==> src/rtl/spi_host_pkg.sv <==
package spi_host_pkg;

    typedef enum logic [1:0] {
        ST_IDLE = 2'd0,
        ST_XFER = 2'd1,
        ST_GAP  = 2'd2
    } xfer_state_e;

    typedef struct packed {
        logic tx_free;
        logic tx_idle;
        logic rx_full;
        logic rx_overrun;
    } host_flags_t;

    function automatic int sel_width(input int n);
        return (n > 1) ? $clog2(n) : 1;
    endfunction

endpackage

==> src/rtl/spi_sck_gen.sv <==
module spi_sck_gen #(
    parameter int DIV_W = 8
) (
    input  logic             clk,
    input  logic             rst,
    input  logic             run,
    input  logic [DIV_W-1:0] div,
    output logic             sck,
    output logic             rise_p,
    output logic             fall_p
);
    logic [DIV_W-1:0] div_eff;
    logic [DIV_W-1:0] half_cnt;
    logic             half_end;

    // zero divider is clamped so a half-period is never shorter than 2 clocks
    assign div_eff  = (div == '0) ? DIV_W'(1) : div;
    assign half_end = run && (half_cnt >= div_eff);
    assign rise_p   = half_end && !sck;
    assign fall_p   = half_end && sck;

    always_ff @(posedge clk) begin
        if (rst || !run) begin
            half_cnt <= '0;
            sck      <= 1'b0;
        end else if (half_end) begin
            half_cnt <= '0;
            sck      <= ~sck;
        end else begin
            half_cnt <= half_cnt + DIV_W'(1);
        end
    end

    // the serial clock is parked low whenever no word is in flight
    assert_sck_parked_R4: assert property (@(posedge clk) disable iff (rst)
        !run |=> !sck);

endmodule

==> src/rtl/spi_shifter.sv <==
module spi_shifter #(
    parameter int DATA_W = 8
) (
    input  logic              clk,
    input  logic              rst,
    input  logic              load,
    input  logic [DATA_W-1:0] load_data,
    input  logic              rise_p,
    input  logic              fall_p,
    input  logic              miso,
    output logic              mosi_bit,
    output logic              done,
    output logic [DATA_W-1:0] rx_word
);
    localparam int CNT_W = $clog2(DATA_W);

    logic [DATA_W-1:0] sr;
    logic              samp;
    logic [CNT_W-1:0]  bit_cnt;

    assign mosi_bit = sr[DATA_W-1];
    assign done     = fall_p && (bit_cnt == CNT_W'(DATA_W-1));
    assign rx_word  = {sr[DATA_W-2:0], samp};

    always_ff @(posedge clk) begin
        if (rst) begin
            sr      <= '0;
            samp    <= 1'b0;
            bit_cnt <= '0;
        end else if (load) begin
            sr      <= load_data;
            bit_cnt <= '0;
        end else begin
            if (rise_p) samp <= miso;
            if (fall_p) begin
                sr      <= rx_word;
                bit_cnt <= bit_cnt + CNT_W'(1);
            end
        end
    end

    // outgoing data never moves across a rising serial edge
    assert_mosi_hold_R3: assert property (@(posedge clk) disable iff (rst)
        rise_p |=> $stable(mosi_bit));

endmodule

==> src/rtl/spi_host_buf.sv <==
module spi_host_buf
    import spi_host_pkg::*;
#(
    parameter int DATA_W = 8,
    parameter int DIV_W  = 8,
    parameter int DLY_W  = 8,
    parameter int NCS    = 4,
    localparam int SEL_W = sel_width(NCS)
) (
    input  logic              clk,
    input  logic              rst,
    input  logic              en,
    input  logic              rd_stall,
    input  logic [SEL_W-1:0]  psel,
    input  logic [DIV_W-1:0]  div,
    input  logic [DLY_W-1:0]  gap,
    input  logic              tx_wr,
    input  logic [DATA_W-1:0] tx_data,
    input  logic              rx_rd,
    output logic [DATA_W-1:0] rx_data,
    input  logic              stat_rd,
    output logic              tx_free,
    output logic              tx_idle,
    output logic              rx_full,
    output logic              rx_overrun,
    output logic              sck,
    output logic              mosi,
    input  logic              miso,
    output logic [NCS-1:0]    cs_n
);
    xfer_state_e       state, state_nx;
    logic [DATA_W-1:0] tx_hold, rx_hold;
    logic              pending, rdrf_q, ovr_q;
    logic [SEL_W-1:0]  cs_sel;
    logic [DLY_W-1:0]  gap_cnt;
    logic              run, load, rise_p, fall_p, done, mosi_bit, start_ok;
    logic [DATA_W-1:0] rx_word;
    host_flags_t       flags;

    assign run      = (state == ST_XFER);
    assign start_ok = pending && !(rd_stall && rdrf_q);

    spi_sck_gen #(.DIV_W(DIV_W)) u_sck (
        .clk(clk), .rst(rst), .run(run), .div(div),
        .sck(sck), .rise_p(rise_p), .fall_p(fall_p)
    );

    spi_shifter #(.DATA_W(DATA_W)) u_shift (
        .clk(clk), .rst(rst), .load(load), .load_data(tx_hold),
        .rise_p(rise_p), .fall_p(fall_p), .miso(miso),
        .mosi_bit(mosi_bit), .done(done), .rx_word(rx_word)
    );

    // sequencing: every load comes from the holding register
    always_comb begin
        load     = 1'b0;
        state_nx = state;
        unique case (state)
            ST_IDLE: if (start_ok) begin
                load     = 1'b1;
                state_nx = ST_XFER;
            end
            ST_XFER: if (done) begin
                if (gap != '0)                  state_nx = ST_GAP;
                else if (pending && !rd_stall)  load = 1'b1;
                else                            state_nx = ST_IDLE;
            end
            ST_GAP: if (gap_cnt == '0) begin
                if (start_ok) begin
                    load     = 1'b1;
                    state_nx = ST_XFER;
                end else begin
                    state_nx = ST_IDLE;
                end
            end
            default: state_nx = ST_IDLE;
        endcase
        if (!en) begin
            load     = 1'b0;
            state_nx = ST_IDLE;
        end
    end

    always_ff @(posedge clk) begin
        if (rst || !en) begin
            state   <= ST_IDLE;
            pending <= 1'b0;
            tx_hold <= '0;
            rx_hold <= '0;
            rdrf_q  <= 1'b0;
            ovr_q   <= 1'b0;
            cs_sel  <= '0;
            gap_cnt <= '0;
        end else begin
            state <= state_nx;
            if (tx_wr) begin
                tx_hold <= tx_data;
                pending <= 1'b1;
            end else if (load) begin
                pending <= 1'b0;
            end
            if (load) cs_sel <= psel;
            if (run && done && gap != '0)
                gap_cnt <= gap - DLY_W'(1);
            else if (state == ST_GAP && gap_cnt != '0)
                gap_cnt <= gap_cnt - DLY_W'(1);
            if (done) begin
                rx_hold <= rx_word;
                rdrf_q  <= 1'b1;
            end else if (rx_rd) begin
                rdrf_q  <= 1'b0;
            end
            if (done && rdrf_q && !rx_rd) ovr_q <= 1'b1;
            else if (stat_rd)             ovr_q <= 1'b0;
        end
    end

    always_comb begin
        flags.tx_free    = en && !pending;
        flags.tx_idle    = en && (state == ST_IDLE) && !pending;
        flags.rx_full    = rdrf_q;
        flags.rx_overrun = ovr_q;
    end

    assign tx_free    = flags.tx_free;
    assign tx_idle    = flags.tx_idle;
    assign rx_full    = flags.rx_full;
    assign rx_overrun = flags.rx_overrun;
    assign rx_data    = rx_hold;
    assign mosi       = run ? mosi_bit : 1'b0;

    for (genvar i = 0; i < NCS; i++) begin : g_cs
        assign cs_n[i] = !((state != ST_IDLE) && (cs_sel == SEL_W'(i)));
    end

    assert_free_drops_R3: assert property (@(posedge clk) disable iff (rst)
        (en && tx_wr) |=> !tx_free);
    assert_one_select_R5: assert property (@(posedge clk) disable iff (rst)
        $onehot0(~cs_n));
    assert_rx_clear_R7: assert property (@(posedge clk) disable iff (rst)
        (en && rx_rd && !done) |=> !rx_full);
    assert_overrun_sticky_R8: assert property (@(posedge clk) disable iff (rst)
        (en && rx_overrun && !stat_rd) |=> rx_overrun);
    assert_stall_holds_R9: assert property (@(posedge clk) disable iff (rst)
        (rd_stall && rdrf_q && !run) |=> !run);
    assert_chain_R6: assert property (@(posedge clk) disable iff (rst)
        (en && run && done && pending && !rd_stall && gap == '0) |=> run);
    assert_idle_quiet_R10: assert property (@(posedge clk) disable iff (rst)
        tx_idle |-> ((&cs_n) && !sck));

endmodule

==> config.mk <==
export PLATFORM = sky130hd
export DESIGN_NAME = spi_host_buf
export DESIGN_NICKNAME = d
export VERILOG_FILES = /design/src/rtl/spi_host_pkg.sv /design/src/rtl/spi_sck_gen.sv /design/src/rtl/spi_shifter.sv /design/src/rtl/spi_host_buf.sv
export SDC_FILE = /design/constraint.sdc
export NUM_CORES = 1
export LEC_CHECK = 0
export BUFFER_PORTS_ARGS = -buffer_cell sky130_fd_sc_hd__buf_2
export CAP_MARGIN = 0
export CORE_UTILIZATION = 49
export CTS_CLUSTER_SIZE = 20
export DETAILED_ROUTE_END_ITERATION = 10
export PLACE_DENSITY = 0.83
export RECOVER_POWER = 50
export SYNTH_ARGS = -nofsm -noshare
export SYNTH_HDL_FRONTEND = slang
export SYNTH_SLANG_ARGS = --single-unit
==> constraint.sdc <==
create_clock -name clk -period 3.5 [get_ports clk]
set_input_delay 0.525 -clock clk [delete_from_list [all_inputs] [get_ports clk]]
set_output_delay 0.525 -clock clk [all_outputs]
set_load 0.01 [all_outputs]
==> out/metrics.yaml <==
status: "finished, final reports clean"
synth_edf_count: 0
async_flop_share_pct: 0
cts_max_level: 2
cts_hold_buf: 0
leakage_nw: 1.18
grt_pass1_vias: 1991
path_clk_slew_ps: 100
design.core.area_um2: 5140
reg2reg_from: "u_sck.half_cnt[0]$_SDFF_PP0_"
nets: 388
ys_types: 40
grt_start_max_net_pins: 25
placed_area_um2: 2930
track_usage_pct: 20.5
synth_top_area_share_pct: 39.5
ys_warn_count: 0
synthesis.nets: 341
n_antenna_cell: 0
start_util_pct: 51.2
clk_latency_ps: 310
cts-root-buf: "clkbuf_8"
synth.area.top_cells: "dfxtp_1, mux2i_1, ha_1, nor2_1, a211oi_2"
ys_seq_elements: 52
drtIter0Drc: 67
worst_pin_slew_ps: 991
clock_path_buffers: 2
stdcell_area_um2: 3020
start_kind: "input port"
hold_viol_final: 0
syn_area_um2: 2630
min_period_ps: 3290
maxCapViolations: 0
dieHeight_um: 75.3
dr.pass1.iters: 4
vias: 2231
dp.final_hpwl_um: 3880
dieArea_um2: 5670
drc: 0
cp-end-kind: "flop"
finalSetupViolCount: 0
hp-class: "input port to flop"
ys.flop_type: "dfxtp_1"
ys_seq_area_share_pct: 39.5
grt_antenna_before_repair: 0
crit_arrival_ps: 3500
synthTopCellsByCount: "dfxtp_1, nor2_1, mux2i_1, nand2_1, nand3_1"
numCtsBuffers: 5
clock-skew-final_ps: 6.00
post_cts.repair.setup_buffers: 0
max-vdd-ir-drop_mv: 0.217
synth_area_leader_cell: "dfxtp_1"
gp_routability_congestion: 0.863
ios: 52
cts_tree: "done"
clock.fmax_mhz: 304
numClockSinks: 52
io_buffers: 51
worstHoldStart: "psel[0]"
drive_gt1_share_pct: 17.5
via_per_inst: 5.40
worst-setup-path-type: "input port to flop"
startpoint: "div[3]"
wl_per_cell_um: 13.1
powerDensity_nw_per_um2: 344
fin_hold_ws_ps: 436
cts-resized-gates: 0
routed_wl_um: 5420
grt_pass1_wl_um: 8980
syn_inst: 295
areaGrowthSynthToFinish_pct: 14.8
std_cell_rows: 26
synth.most_common_cell: "dfxtp_1"
slew_headroom_pct: 34.0
crit_required_ps: 3710
die_w_um: 75.3
min_period_over_period_pct: 93.9
overflow: 0
slew_viol_final: 0
crit_fanout: 5
ant_nets: 0
syn-mean-instance-area_um2: 8.93
fillCellCount: 487
-- metrics by stage --
stage	setup TNS (ps)	utilization (%)	cells	setup WS, ps	total power [mW]
final	0	58.8	413	213	1.04
after detailed placement	-74.9	57.1	405	-74.9	0.701
after floorplan	0	-	295	17.0	0.668
after global routing	-7.04	58.8	413	-7.04	1.08
after CTS	0	58.9	413	209	1.05
after global placement	0	57.1	405	45.6	0.699
-- routing by layer --
metal	routed length [µm]	track usage, %	vias to the layer above
met4	89	7.61	0
met5	0	0	-
met2	2450	32.6	50
met3	232	3.31	10
met1	2650	28.2	1040
li1	-	-	1131
-- layout make-up --
cell class                      count  area (µm²)  area share, %
Sequential cell                    52        1040           34.4
Tap cell                           70        87.6           2.90
Inverter                           13        48.8           1.61
Timing Repair Buffer               54         255           8.44
Clock buffer                        5        68.8           2.28
Clock inverter                      3        25.0          0.827
Multi-Input combinational cell    216        1500           49.5
-- cells in the final DEF (no fill, tap or decap), types with 4 or more instances in the layout --
cell type / count
dfxtp_1: 52
nor2_1: 40
buf_2: 33
mux2i_1: 21
nand3_1: 18
nand2_1: 18
clkbuf_1: 18
a21oi_1: 16
inv_1: 13
ha_1: 12
xnor2_1: 10
xor2_1: 9
a211oi_2: 8
or3_1: 7
o21ai_1: 6
a211oi_1: 6
nand2b_1: 5
clkbuf_8: 5
and3_1: 4
nor3_1: 4
-- logic make-up (layout without fill, tap and decap cells) --
| logic type | count (synthesis) | after routing | synth area share (%) |
|---|---|---|---|
| simple gates | 119 | 119 | 23.6 |
| flops | 52 | 52 | 39.5 |
| compound gates | 45 | 45 | 12.4 |
| buf+inv | 27 | 75 | 4.56 |
| mux | 21 | 21 | 7.98 |
| xor+xnor | 19 | 19 | 6.32 |
| fa+ha+maj | 12 | 12 | 5.70 |
-- sequential cells by signal (all words and copies together) (netlist names), 2 cells and up --
name and cells:
state 2, gap_cnt 8, u_shift.bit_cnt 3, u_shift.sr 8, cs_sel 2, tx_hold 8
u_sck.half_cnt 8, rx_data 8
-- worst max-delay path: stages --
cell and delay [ps]:
buf_2 110, nor4_2 260, a41o_1 210, ha_1 220, nand2b_1 140, a2111o_1 430, a211oi_4 330, nor3_4 110
mux2i_1 180, ha_1 180, nand2_1 80, or3_1 350, xor2_1 150, a211oi_1 220
-- path summary, 6_finish.rpt --
kind / cells past startpoint / to / slack, ps
setup / recovery: 14 / gap_cnt[4]$_SDFFE_PP0P_ / 210
hold / removal: 3 / cs_sel[0]$_SDFFE_PP0P_ / 440
setup reg to reg: 12 / gap_cnt[4]$_SDFFE_PP0P_ / 460
hold reg to reg: 2 / rx_data[0]$_SDFFE_PP0N_ / 460
-- report_power, final --
| group | switching [mW] | total, mW | internal, mW |
|---|---|---|---|
| clock | 0.205 | 0.351 | 0.146 |
| combinational | 0.0468 | 0.0834 | 0.0365 |
| sequential | 0.00655 | 0.606 | 0.599 |
Note: power is estimated with default switching activity, not from simulation.
